[config.mk]
export PLATFORM = sky130hd
export DESIGN_NAME = irx_mode_prog
export DESIGN_NICKNAME = d
export VERILOG_FILES = /design/src/rtl/irx_mode_pkg.sv /design/src/rtl/irx_dwell_timer.sv /design/src/rtl/irx_pin_drive.sv /design/src/rtl/irx_mode_prog.sv
export SDC_FILE = /design/constraint.sdc
export NUM_CORES = 1
export LEC_CHECK = 0
export BUFFER_PORTS_ARGS = -buffer_cell sky130_fd_sc_hd__buf_2
export CAP_MARGIN = 20
export CORE_AREA = 2 2 39 41
export DETAILED_ROUTE_END_ITERATION = 10
export DIE_AREA = 0 0 41 43
export MAX_ROUTING_LAYER = met4
export PLACE_DENSITY_LB_ADDON = 0.15
export RECOVER_POWER = 25
export SYNTH_ARGS = -nofsm -noshare
export SYNTH_HDL_FRONTEND = slang
export SYNTH_SLANG_ARGS = --single-unit
[constraint.sdc]
create_clock -name clk -period 1.5 [get_ports clk]
set_clock_uncertainty 0.15 [all_clocks]
set_input_delay 0.45 -clock clk [delete_from_list [all_inputs] [get_ports clk]]
set_output_delay 0.45 -clock clk [all_outputs]
set_load 0.1 [all_outputs]
[src/rtl/irx_mode_pkg.sv]
package irx_mode_pkg;

    typedef enum logic [1:0] {
        ST_IDLE  = 2'd0,
        ST_SETUP = 2'd1,
        ST_HOLD  = 2'd2,
        ST_PURGE = 2'd3
    } seq_state_e;

    typedef struct packed {
        seq_state_e st;
        logic       lvl;
        logic       done;
    } seq_regs_t;

endpackage

[src/rtl/irx_dwell_timer.sv]
module irx_dwell_timer #(
    parameter int CW = 8
) (
    input  logic          clk,
    input  logic          rst_n,
    input  logic          load,
    input  logic [CW-1:0] load_val,
    output logic          expired
);

    logic [CW-1:0] cnt_d, cnt_q;

    always_comb begin
        cnt_d = cnt_q;
        if (load)
            cnt_d = load_val;
        else if (cnt_q != '0)
            cnt_d = cnt_q - 1'b1;
    end

    always_ff @(posedge clk or negedge rst_n) begin
        if (!rst_n) cnt_q <= '0;
        else        cnt_q <= cnt_d;
    end

    assign expired = (cnt_q == '0);

    AST_TIMER_NO_WRAP: assert property (@(posedge clk) disable iff (!rst_n)
        (!load && cnt_q == '0) |=> (cnt_q == '0));

endmodule

[src/rtl/irx_pin_drive.sv]
module irx_pin_drive
    import irx_mode_pkg::*;
(
    input  seq_state_e st,
    input  logic       lvl,
    input  logic       tx_data,
    output logic       sd_pin,
    output logic       tx_pin
);

    always_comb begin
        sd_pin = 1'b0;
        tx_pin = tx_data;
        case (st)
            ST_SETUP: begin sd_pin = 1'b1; tx_pin = lvl;  end
            ST_HOLD:  begin sd_pin = 1'b0; tx_pin = lvl;  end
            ST_PURGE: begin sd_pin = 1'b1; tx_pin = 1'b0; end
            default:  begin sd_pin = 1'b0; tx_pin = tx_data; end
        endcase
    end

endmodule

[src/rtl/irx_mode_prog.sv]
module irx_mode_prog
    import irx_mode_pkg::*;
#(
    parameter int SETUP_CYC  = 4,
    parameter int HOLD_CYC   = 3,
    parameter int RESET_CYC  = 20,
    parameter int WINDOW_CYC = 60
) (
    input  logic clk,
    input  logic rst_n,
    input  logic req_valid,
    input  logic req_long,
    input  logic req_reset,
    input  logic tx_data,
    output logic sd_pin,
    output logic tx_pin,
    output logic busy,
    output logic done
);

    localparam int MAXC = (RESET_CYC > SETUP_CYC) ?
                          ((RESET_CYC > HOLD_CYC) ? RESET_CYC : HOLD_CYC) :
                          ((SETUP_CYC > HOLD_CYC) ? SETUP_CYC : HOLD_CYC);
    localparam int CW   = $clog2(MAXC + 1);
    localparam int WW   = $clog2(WINDOW_CYC + 1);
    localparam logic [CW-1:0] SETUP_LD = CW'(SETUP_CYC - 1);
    localparam logic [CW-1:0] HOLD_LD  = CW'(HOLD_CYC - 1);
    localparam logic [CW-1:0] RESET_LD = CW'(RESET_CYC - 1);

    if (SETUP_CYC < 1 || HOLD_CYC < 1 || RESET_CYC < 1) begin : g_bad_len
        $error("irx_mode_prog: every duration needs at least one cycle");
    end
    if (SETUP_CYC + HOLD_CYC >= WINDOW_CYC) begin : g_bad_window
        $error("irx_mode_prog: setup plus hold does not fit the window");
    end

    seq_regs_t     r_d, r_q;
    logic          tmr_load;
    logic [CW-1:0] tmr_val;
    logic          tmr_expired;
    logic [WW-1:0] win_d, win_q;

    always_comb begin
        r_d      = r_q;
        r_d.done = 1'b0;
        tmr_load = 1'b0;
        tmr_val  = SETUP_LD;
        case (r_q.st)
            ST_IDLE: begin
                if (req_valid) begin
                    tmr_load = 1'b1;
                    if (req_reset) begin
                        r_d.st  = ST_PURGE;
                        r_d.lvl = 1'b0;
                        tmr_val = RESET_LD;
                    end else begin
                        r_d.st  = ST_SETUP;
                        r_d.lvl = ~req_long;
                        tmr_val = SETUP_LD;
                    end
                end
            end
            ST_SETUP: begin
                if (tmr_expired) begin
                    r_d.st   = ST_HOLD;
                    tmr_load = 1'b1;
                    tmr_val  = HOLD_LD;
                end
            end
            ST_HOLD, ST_PURGE: begin
                if (tmr_expired) begin
                    r_d.st   = ST_IDLE;
                    r_d.done = 1'b1;
                end
            end
            default: r_d.st = ST_IDLE;
        endcase

        if (r_q.st == ST_SETUP || r_q.st == ST_HOLD)
            win_d = win_q + 1'b1;
        else
            win_d = '0;
    end

    always_ff @(posedge clk or negedge rst_n) begin
        if (!rst_n) begin
            r_q   <= '{st: ST_IDLE, lvl: 1'b0, done: 1'b0};
            win_q <= '0;
        end else begin
            r_q   <= r_d;
            win_q <= win_d;
        end
    end

    irx_dwell_timer #(.CW(CW)) u_timer (
        .clk      (clk),
        .rst_n    (rst_n),
        .load     (tmr_load),
        .load_val (tmr_val),
        .expired  (tmr_expired)
    );

    irx_pin_drive u_pins (
        .st      (r_q.st),
        .lvl     (r_q.lvl),
        .tx_data (tx_data),
        .sd_pin  (sd_pin),
        .tx_pin  (tx_pin)
    );

    assign busy = (r_q.st != ST_IDLE);
    assign done = r_q.done;

    AST_BUSY_STARTS_SD: assert property (@(posedge clk) disable iff (!rst_n)
        $rose(busy) |-> sd_pin);
    AST_SD_FALL_LEGAL: assert property (@(posedge clk) disable iff (!rst_n)
        $fell(sd_pin) |-> (busy || done));
    AST_TX_STEADY_SEQ: assert property (@(posedge clk) disable iff (!rst_n)
        (busy && $past(busy)) |-> $stable(tx_pin));
    AST_DONE_ONE_CYCLE: assert property (@(posedge clk) disable iff (!rst_n)
        done |=> !done);
    AST_DONE_AFTER_BUSY: assert property (@(posedge clk) disable iff (!rst_n)
        done |-> ($past(busy) && !busy));
    AST_IDLE_SD_LOW: assert property (@(posedge clk) disable iff (!rst_n)
        (!busy && !$past(busy)) |-> !sd_pin);
    AST_WINDOW_LIMIT: assert property (@(posedge clk) disable iff (!rst_n)
        win_q < WW'(WINDOW_CYC));

endmodule

; Word level (Yosys, flattened, before mapping)
; Index checks and enable logic that the tools add are counted.
[classes]
n_addsub = 1
mul = 0
n_div = 0
magnitude_cmp = 0
eq_ne = 6
n_shift = 0
n_mux = 17
bitwise_logic = 1
reduce_logical = 10
[ops]
columns = op, count
row1 = 2-to-1 mux 5 bit, 4
row2 = case mux 5 bit (2 select lines), 1
row3 = 2-to-1 mux 3 bit, 2
row4 = inequality test 2 bit (second input constant), 3
row5 = case mux 2 bit (3 select lines), 1
row6 = OR reduction 2 bit, 3
row7 = zero test 5 bit, 1
row8 = 2-to-1 mux 1 bit, 5
row9 = nonzero test 5 bit, 1
row10 = subtractor 5 x 1 -> 5 bit (second input constant), 1
row11 = == test 2 bit (second input constant), 2
row12 = 2-to-1 mux 2 bit, 2
row13 = case mux 1 bit (2 select lines), 2
row14 = nonzero test 2 bit, 2
row15 = AND reduction 3 bit, 1
row16 = == test 2 x 1 -> 1 bit (second input constant), 1
row17 = zero test 2 bit, 1
row18 = AND reduction 2 bit, 1
row19 = NOT 1 bit, 1
[totals]
reg_bits = 9
latch_bits = 0
ram_bits = 0
romBits = 0
in_bits = 6
output_inout_bits = 4
memories = 0

; Depth between registers and ports, before layout
; Gate-level depths: netlist (run 1).
[logic_depth]
depth_word = 4
ltp_mapped = 5
depth_no_buf = 5

; Cells and area by module
; Synthesis (run 1) repeated with hierarchy kept, for this count alone.
[hier_totals]
cells_unflattened = 56
hier_area_um2 = 540.5
[modules_own_cells]
columns = mod, instances, cells_per_inst, area_per_inst_um2, seq_area_each_um2
row1 = irx_dwell_timer, 1, 27, 279.0, 125.1
row2 = irx_mode_prog, 1, 20, 197.7, 100.1
row3 = irx_pin_drive, 1, 9, 63.8, 0.0

; Worst setup path after synthesis (run 1)
; Ideal clock, no wire load.
[synth_path]
path_kind = reg-to-output
start = register r_q[2] (netlist name)
end = output port tx_pin
t_arrival_ns = 2.853
t_required_ns = 0.900
slack_ns = -1.953
path_stages_with_launch = 5
n_path_buf = 0
cell_sequence = dfrtp_1 inv_1 ha_1 nand2_1 o21ai_0
[synth_via]
elab_chain_len = 3
elab_cells_between_ends = 5
[synth_rtl]
columns = item, line_no
row1 = from (decl), irx_mode_prog.sv:37  ; seq_regs_t r_d, r_q;
row2 = from (signal assigned), irx_mode_prog.sv:87  ; r_q <= '{st: ST_IDLE, lvl: 1'b0, done: 1'b0};
row3 = from (signal assigned), irx_mode_prog.sv:90  ; r_q <= r_d;
row4 = == test 2 x 1 -> 1 bit / == test 2 bit (equally long branches), irx_pin_drive.sv:14  ; case (st)
row5 = OR reduction 2 bit (no line), --
row6 = case mux 1 bit (2 select lines) (*), irx_pin_drive.sv:14
row7 = to (decl), irx_mode_prog.sv:16  ; output logic tx_pin,
; Every way passes the cells marked *; elsewhere a longest branch is shown, timed or not.

; Worst setup path after layout (run 1)
[layout_path]
start = register r_q[2] (netlist name)
end = output port sd_pin
[layout_via]
elab_chain_len = 3
elab_cells_between_ends = 4
[layout_rtl]
columns = item, line_no
row1 = == test 2 x 1 -> 1 bit / == test 2 bit (equally long branches), irx_pin_drive.sv:14
row2 = OR reduction 2 bit (no line) (*), --
row3 = 2-to-1 mux 1 bit (*), irx_pin_drive.sv:14
row4 = to (decl), irx_mode_prog.sv:15  ; output logic sd_pin,
; Marks and branches as above.

==> results of run 1 <==
[metal layers]
metal / global-route usage, % / vias up
li1: - / 267
met1: 24.4 / 241
met2: 28.1 / 12
met3: 4.71 / 5
met4: 16.0 / 0
met5: - / -
[synth_stat cells (all sizes together)]
| library cell | n | area [µm²] |
|---|---|---|
| mux2i | 1 | 10.0 |
| o31ai | 1 | 7.51 |
| or4b | 1 | 13.8 |
| inv | 5 | 18.8 |
| nor4b | 1 | 15.0 |
| o21ai | 4 | 20.0 |
| or2 | 1 | 6.26 |
| nand2 | 6 | 22.5 |
| xnor2 | 1 | 8.76 |
| nor2 | 4 | 15.0 |
| a21oi | 1 | 5.00 |
| o2bb2ai | 1 | 8.76 |
| o21a | 1 | 7.51 |
| a21o | 1 | 7.51 |
| o22ai | 1 | 6.26 |
| a31oi | 1 | 6.26 |
| ha | 6 | 75.1 |
| dfrtp | 9 | 225 |
| and2 | 2 | 12.5 |
| o221ai | 1 | 8.76 |
| nand2b | 1 | 6.26 |
| nor3 | 4 | 20.0 |
| nor2b | 2 | 12.5 |
[how the worst max path moves through the flow]
| stage | start | endpoint | cells after the start |
|---|---|---|---|
| after floorplan | r_q[2]$_DFFE_PN0P_ | tx_pin | 4 |
| after global placement | r_q[2]$_DFFE_PN0P_ | tx_pin | 5 |
| after detailed placement | r_q[2]$_DFFE_PN0P_ | tx_pin | 5 |
| after CTS | r_q[2]$_DFFE_PN0P_ | tx_pin | 5 |
| after global routing | r_q[2]$_DFFE_PN0P_ | sd_pin | 4 |
| final | r_q[2]$_DFFE_PN0P_ | sd_pin | 4 |
[what timing repair did]
item	CTS	global route
gates resized for setup	7	20
endpoints found under the setup margin	8	10
setup buffers	4	4
pin swaps	3	3
hold buffers	1	0
hold endpoints to repair	9	0
[sequential cells by signal, indices dropped and copies added, names as in the netlist]
| name | cells |
|---|---|
| done | 1 |
| r_q | 3 |
| u_timer.cnt_q | 5 |
[power by group through the flow]
stage	logic, mW	clock network [mW]	registers (mW)
2_1_floorplan	0.938	0	0.440
3_3_place_gp	1.47	0	0.427
3_5_place_dp	1.49	0	0.433
4_1_cts	1.62	0.204	0.442
5_1_grt	2.03	0.217	0.474
6_report	1.91	0.204	0.460
[worst max-delay path, stage by stage, from the launching register on]
cell and delay [ps]:
dfrtp_2 460, buf_6 140, ha_4 150, or2_4 230
buf_12 170
[stage by stage]
step                      setup WS (ps)  power [mW]
after global placement             -231        1.90
after CTS                          -521        2.27
after detailed placement           -237        1.92
after floorplan                    -431        1.38
final                              -522        2.58
after global routing               -553        2.72
[cell type report]
cell class              instances  area [µm²]  share of cell area [%]
inverters                       5        25.0                    2.44
multi-input cells              42         448                    43.7
repair buffers                 30         279                    27.2
well taps                      16        20.0                    1.95
clock buffers                   4        26.3                    2.56
flip-flops and latches          9         226                    22.1
[cells by family after synthesis]
logic type | count (synthesis) | synth area share (%)
and+or+nand+nor | 22 | 23.0
AOI/OAI and AO/OA | 12 | 14.4
DFF | 9 | 41.8
adders and majority gates | 6 | 13.9
buffers and inverters | 5 | 3.48
xor gates and xnor gates | 1 | 1.62
muxes | 1 | 1.86
==> out/metrics.cfg, run 1 <==
[placed_design]
hpwl_um = 912
dpl-instance-area_um2 = 821
io_buffers = 9
place_congestion = 0.773
dp.cells = 94

[run]
max_cap_viol_count = 0

[power_and_ir_drop]
p_switching_mw = 1.19
leakage_nw = 0.458
ir_drop_mv = 1.44
seqPwrFrac_pct = 17.9
p_clk_share_pct = 7.9
swShare_pct = 46.2
combPwrFrac_pct = 74.2
power.density_nw_per_um2 = 2510
internal-power_mw = 1.38

[detailed_routing]
drtIter0Drc = 1
dr.pass1.iters = 4
routed.top_layer = met4
wl_per_cell_um = 13.9
num_vias = 525
antenna_left = 0
wl_met3_um = 43
viasPerCell = 4.95
wl_met1_um = 638
wl_met2_um = 730
finalWirelength_um = 1470
drc_errors = 0

[min_path]
holdCritStartpoint = req_long
min_path_type = input port to flop
hold_depth = 2
whs_endpoint = r_q[1]$_DFFE_PN0P_

[final_layout]
antenna-diode-count = 0
final_cell_count_no_fill = 106
final_util_pct = 74.1
fin_area_um2 = 1020
areaGrowthSynthToFinish_pct = 90.0
nNetsFinal = 103
final_cell_mix = buf_4, dfrtp_1
final_layout_size_suffix_gt1_share_pct = 64.4
nFillCells = 96
mostFrequentLayoutCell = buf_4

[synthesis]
synth-seq-cells = 9
synth_cell_type_count = 25
ys_seq_area_share_pct = 41.8
avgSynthCellArea_um2 = 9.63
yosys_warnings = 0
syn-num-nets = 68
synthesis.area_um2 = 539
synth_cells = 56

[sta]
slew_violations = 0
tightestPinTransition_ps = 520
rsz0062_at_grt = true
setup_viol = 8
finalHoldViolCount = 0
period_share_pct = 135
setup_tns_ps = -1910
fmaxAchievable_mhz = 495
fin_hold_ws_ps = 209
timing.final.crit_period_ps = 2020
slew_headroom_pct = 65.3
setup_slack_ps = -522

[global_routing]
grt_overflow = 0
grt_first_pass_wirelength_um = 2190
antenna_found_initial = 0
grt_max_degree = 10
grt_usage_pct = 20.4
grt_pass1_vias = 504

[clock_tree]
cts_sinks = 9
numCtsBuffers = 3
cts_tree = yes
h-tree-depth = 1
clockRootBuffer = clkbuf_4
clk_pin_slew_worst_paths_ps = 70
clockBufferDepth = 2
clock_latency_ps = 270

[die]
core_area_um2 = 1380
io_pins = 10
die_w_um = 41
rows = 14
initial_core_util_pct = 39.0
die-area_um2 = 1760
die_height_um = 43

[status]
violations = setup timing
outcome = complete, but fails checks

[critical_path]
crit_path_end_kind = primary output
cp.required_ps = 900
reg2reg_to = r_q[3]$_DFFE_PN0P_
cp-start-kind = flop
r2r-start = r_q[2]$_DFFE_PN0P_
criticalPathCategory = flop to primary output
reg2reg_slack_ps = -130
worstPathMaxFanout = 4
rr_worst_depth = 6
arrival_ps = 1420

Power figures use the tool's default switching activity.
==> run 2, diff against run 1 <==
Settings changed: SETUP_SLACK_MARGIN set to 0.02.
==> out/metrics.cfg, run 2 (synthesized netlist as in run 1, its figures left out) <==
[critical_path]
worstPathMaxFanout = 4  ; unchanged
criticalPathCategory = flop to primary output  ; unchanged
arrival_ps = 1430  ; was 1420 ps
crit_path_end_kind = primary output  ; unchanged
cp-start-kind = flop  ; unchanged
cp.required_ps = 900  ; about the same

[detailed_routing]
drc_errors = 0  ; unchanged
antenna_left = 0  ; unchanged
num_vias = 496  ; was 525
viasPerCell = 4.86  ; was 4.95
finalWirelength_um = 1220  ; was 1470 µm
drtIter0Drc = 3  ; was 1
dr.pass1.iters = 4  ; unchanged
wl_per_cell_um = 12.0  ; was 13.9 µm

[final_layout]
final_cell_mix = buf_4, dfrtp_1  ; unchanged
antenna-diode-count = 0  ; unchanged
areaGrowthSynthToFinish_pct = 78.0  ; was 90.0%
regArea_um2 = 226  ; unchanged
top_register = u_timer.cnt_q  ; unchanged
nFillCells = 107  ; was 96
largest_register_ffs = 5  ; unchanged
final_cell_count_no_fill = 102  ; was 106
multi_input_comb_area_um2 = 427  ; was 448 µm²
nNetsFinal = 99  ; was 103
final_layout_size_suffix_gt1_share_pct = 60.5  ; was 64.4%
mostFrequentLayoutCell = buf_4  ; unchanged
final_util_pct = 69.3  ; was 74.1%
fin_area_um2 = 960  ; was 1020 µm²

[sta]
setup_viol = 7  ; was 8
fin_hold_ws_ps = 219  ; was 209 ps
fmaxAchievable_mhz = 493  ; was 495 MHz
tightestPinTransition_ps = 533  ; was 520 ps
rsz0062_at_grt = true  ; unchanged
finalHoldViolCount = 0  ; unchanged
timing.final.crit_period_ps = 2030  ; was 2020 ps
period_share_pct = 135  ; about the same
slew_violations = 0  ; unchanged
setup_slack_ps = -528  ; was -522 ps
setup_tns_ps = -1970  ; was -1910 ps
slew_headroom_pct = 64.5  ; was 65.3%

[power_and_ir_drop]
leakage_nw = 0.428  ; was 0.458 nW
power.density_nw_per_um2 = 2490  ; was 2510 nW/µm²
ir_drop_mv = 1.78  ; was 1.44 mV
fin_total_pwr_mw = 2.39  ; was 2.58 mW

[clock_tree]
numCtsBuffers = 3  ; unchanged
cts_sinks = 9  ; unchanged
clk_pin_slew_worst_paths_ps = 60  ; was 70 ps
clockRootBuffer = clkbuf_4  ; unchanged
clockBufferDepth = 2  ; unchanged
clock_latency_ps = 270  ; about the same
cts_tree = yes  ; unchanged
h-tree-depth = 1  ; unchanged

[global_routing]
antenna_found_initial = 0  ; unchanged
grt_usage_pct = 19.7  ; was 20.4%
grt_first_pass_wirelength_um = 2120  ; was 2190 µm
grt_overflow = 0  ; unchanged
grt_pass1_vias = 495  ; was 504
grt_max_degree = 10  ; unchanged

[placed_design]
io_buffers = 9  ; unchanged
place_congestion = 0.731  ; was 0.773
hpwl_um = 899  ; was 912 µm
dpl-instance-area_um2 = 822  ; was 821 µm²
dp.cells = 94  ; unchanged
dp_slack_ps = -248  ; was -237 ps

[status]
outcome = complete, but fails checks  ; unchanged
violations = setup timing  ; unchanged

[die]
die-area_um2 = 1760  ; unchanged
initial_core_util_pct = 39.0  ; unchanged
io_pins = 10  ; unchanged
die_w_um = 41  ; unchanged
rows = 14  ; unchanged
die_height_um = 43  ; unchanged
core_area_um2 = 1380  ; unchanged

[min_path]
min_path_type = input port to flop  ; unchanged

[run]
max_cap_viol_count = 0  ; unchanged

## run 2: worst max-delay path, stage by stage (launching register included)
cell	delay [ps]
dfrtp_1	410
inv_2	90
ha_4	280
nand2_4	40
o21ai_4	140
buf_12	190
## run 2: layout make-up
type / count / share of cell area [%]
multi-input cells: 42 / 44.5
well taps: 16 / 2.09
flip-flops and latches: 9 / 23.6
inverters: 5 / 2.35
repair buffers: 26 / 24.8
clock buffers: 4 / 2.74
## run 2: what timing repair did
action | 4_1_cts | 5_1_grt
hold endpoints to repair | 9 | 0
hold buffers | 1 | 0
pin swaps | 4 | 2
resized for setup | 8 | 12
endpoints found under the setup margin | 8 | 10
setup buffers | 2 | 2
## run 2: final timing paths
path	start	to	slack [ps]	cells past startpoint
min	req_long	r_q[1]$_DFFE_PN0P_	220	2
min in group asynchronous	rst_n	r_q[2]$_DFFE_PN0P_	540	2
max	r_q[2]$_DFFE_PN0P_	tx_pin	-530	5
min reg2reg	r_q[1]$_DFFE_PN0P_	r_q[1]$_DFFE_PN0P_	420	2
max in group asynchronous	rst_n	done$_DFF_PN0_	280	2
max reg2reg	r_q[3]$_DFFE_PN0P_	r_q[3]$_DFFE_PN0P_	-180	6
## run 2: routing by layer
| metal | routed length [µm] | GRT usage (%) |
|---|---|---|
| met5 | 0 | - |
| met4 | 61 | 18.0 |
| met1 | 540 | 22.4 |
| met2 | 592 | 28.7 |
| met3 | 27 | 1.57 |
## run 2: power breakdown
group / switching [mW] / internal [mW] / total, mW
combinational: 0.903 / 0.845 / 1.75
clock: 0.0928 / 0.103 / 0.196
sequential: 0.100 / 0.344 / 0.444
==> run 3, diff against run 2 <==
Settings changed: REMOVE_ABC_BUFFERS set to 1, SYNTH_HIERARCHICAL set to 1.
==> out/metrics.cfg, run 3 <==
[clock_tree]
clockRootBuffer = clkbuf_4  ; unchanged
cts_tree = yes  ; unchanged
clk_pin_slew_worst_paths_ps = 70  ; was 60 ps
h-tree-depth = 1  ; unchanged
numCtsBuffers = 3  ; unchanged
clockBufferDepth = 2  ; unchanged
clock_latency_ps = 270  ; about the same
cts_sinks = 9  ; unchanged

[die]
rows = 14  ; unchanged
core_area_um2 = 1380  ; unchanged
initial_core_util_pct = 39.1  ; was 39.0%
io_pins = 10  ; unchanged
die_height_um = 43  ; unchanged
die-area_um2 = 1760  ; unchanged
die_w_um = 41  ; unchanged

[detailed_routing]
num_vias = 542  ; was 496
viasPerCell = 4.75  ; was 4.86
wl_per_cell_um = 13.3  ; was 12.0 µm
drtIter0Drc = 6  ; was 3
drc_errors = 0  ; unchanged
finalWirelength_um = 1520  ; was 1220 µm
antenna_left = 0  ; unchanged
dr.pass1.iters = 4  ; unchanged

[critical_path]
path_cells = inv_2 > ha_4 > nand2_2 > o21ai_2 > buf_12  ; was inv_2 > ha_4 > nand2_4 > o21ai_4 > buf_12
cp_slowest_stage_delay_ps = 410  ; about the same
crit_path_end_kind = primary output  ; unchanged
criticalPathCategory = flop to primary output  ; unchanged
cp.required_ps = 900  ; about the same
cp-start-kind = flop  ; unchanged
slowest_stage = dfrtp_1  ; unchanged
worstPathMaxFanout = 3  ; was 4
arrival_ps = 1410  ; was 1430 ps

[run]
max_cap_viol_count = 0  ; unchanged

[placed_design]
place_congestion = 0.708  ; was 0.731
io_buffers = 9  ; unchanged
dp_slack_ps = -289  ; was -248 ps
hpwl_um = 870  ; was 899 µm

[final_layout]
largest_register_ffs = 5  ; unchanged
antenna-diode-count = 0  ; unchanged
areaGrowthSynthToFinish_pct = 89.6  ; was 78.0%
multi_input_comb_area_um2 = 375  ; was 427 µm²
mostFrequentLayoutCell = buf_4  ; unchanged
nNetsFinal = 109  ; was 99
final_cell_mix = buf_4, dfrtp_1, buf_6  ; was buf_4, dfrtp_1
final_layout_size_suffix_gt1_share_pct = 62.2  ; was 60.5%
top_register = u_timer/cnt_q  ; was u_timer.cnt_q
nFillCells = 81  ; was 107
final_util_pct = 74.1  ; was 69.3%
regArea_um2 = 225  ; was 226 µm²

[synthesis]
avgSynthCellArea_um2 = 9.65  ; was 9.63 µm²
synth-seq-cells = 9  ; unchanged
ys_async_sr_fraction_pct = 100  ; unchanged
synthTopCellsByArea = dfrtp_1, ha_1, nand2_1  ; unchanged
synth.most_common_cell = dfrtp_1  ; unchanged
synth_common_cells = dfrtp_1, nand2_1, inv_1, ha_1, nor2_1  ; was dfrtp_1, ha_1, nand2_1, inv_1
ys_seq_area_share_pct = 41.7  ; was 41.8%
synth_area_leader_cell = dfrtp_1  ; unchanged
synthesis.area_um2 = 541  ; was 539 µm²
yosys_warnings = 6  ; was 0
yosys_most_used_dff = dfrtp_1  ; unchanged
synth_cells = 56  ; unchanged
synth_cell_type_count = 22  ; was 25
netlist.area_leader.share_pct = 41.7  ; was 41.8%
synth_edf_count = 0  ; unchanged

[global_routing]
grt_usage_pct = 20.2  ; was 19.7%
grt_first_pass_wirelength_um = 2260  ; was 2120 µm
grt_max_degree = 10  ; unchanged
grt_overflow = 0  ; unchanged
antenna_found_initial = 0  ; unchanged
grt_pass1_vias = 532  ; was 495

[sta]
period_share_pct = 134  ; was 135%
rsz0062_at_grt = true  ; unchanged
setup_slack_ps = -514  ; was -528 ps
setup_viol = 12  ; was 7
slew_violations = 0  ; unchanged
fin_hold_ws_ps = 381  ; was 219 ps
fmaxAchievable_mhz = 497  ; was 493 MHz
finalHoldViolCount = 0  ; unchanged
timing.final.crit_period_ps = 2010  ; was 2030 ps

[status]
violations = setup timing  ; unchanged
outcome = complete, but fails checks  ; unchanged

[min_path]
min_path_type = flop to flop  ; was input port to flop

-- run 3: cell families after synthesis --
logic type / Yosys count / share of synthesized area (%)
fa+ha+maj: 4 / 9.26
buf+inv: 8 / 5.56
xor+xnor: 3 / 4.86
simple gates: 18 / 19.7
compound gates: 9 / 11.6
flops: 9 / 41.7
mux: 3 / 6.02
other cells: 2 / 1.39
-- run 3: final cells by class --
type | instances | area share [%]
multi-input cells | 40 | 36.6
flip-flops and latches | 9 | 22.0
clock buffers | 4 | 2.56
inverters | 7 | 2.56
well taps | 16 | 1.95
repair buffers | 38 | 34.3
-- run 3: routing by layer --
layer / global-route usage, % / wire [µm]
met3: 4.71 / 38
met5: - / 0
met4: 8.00 / 0
met2: 33.1 / 835
met1: 22.3 / 641
-- run 3: critical path, delay by kind of cell (launching register included) --
kind / cells / cell delay, ps
simple gates: 1 / 50
fa+ha+maj: 1 / 260
buf+inv: 2 / 260
flops: 1 / 410
compound gates: 1 / 170
-- run 3: final timing paths --
check / from / to / slack, ps / depth (start not counted)
max reg2reg: u_timer/cnt_q[0]$_DFFE_PN0P_ / u_timer/cnt_q[0]$_DFFE_PN0P_ / -230 / 9
min in group asynchronous: rst_n / u_timer/cnt_q[4]$_DFFE_PN0P_ / 500 / 2
min reg2reg: r_q[1]$_DFFE_PN0P_ / r_q[1]$_DFFE_PN0P_ / 380 / 1
min: r_q[1]$_DFFE_PN0P_ / r_q[1]$_DFFE_PN0P_ / 380 / 1
max in group asynchronous: rst_n / u_timer/cnt_q[0]$_DFFE_PN0P_ / 360 / 2
max: r_q[2]$_DFFE_PN0P_ / tx_pin / -510 / 5
-- run 3: through the flow --
| step | setup TNS [ps] | instances | area, µm² |
|---|---|---|---|
| after detailed placement | -1440 | 96 | 778 |
| after CTS | -2190 | 111 | 970 |
| after floorplan | -4450 | 56 | 541 |
| after global routing | -3340 | 114 | 1020 |
| final | -2720 | 114 | 1020 |
| after global placement | -1620 | 96 | 778 |
-- run 3: timing repair --
item / 4_1_cts / 5_1_grt
setup buffers: 9 / 3
hold buffers: 1 / 0
pin swaps: 8 / 10
endpoints found under the hold margin: 9 / 0
endpoints found under the setup margin: 11 / 12
cloned: 1 / 0
gates resized for setup: 25 / 7
Power of run 3 is not shown: default switching activity piles up to over one toggle a cycle in this logic, so the estimate is an artifact.
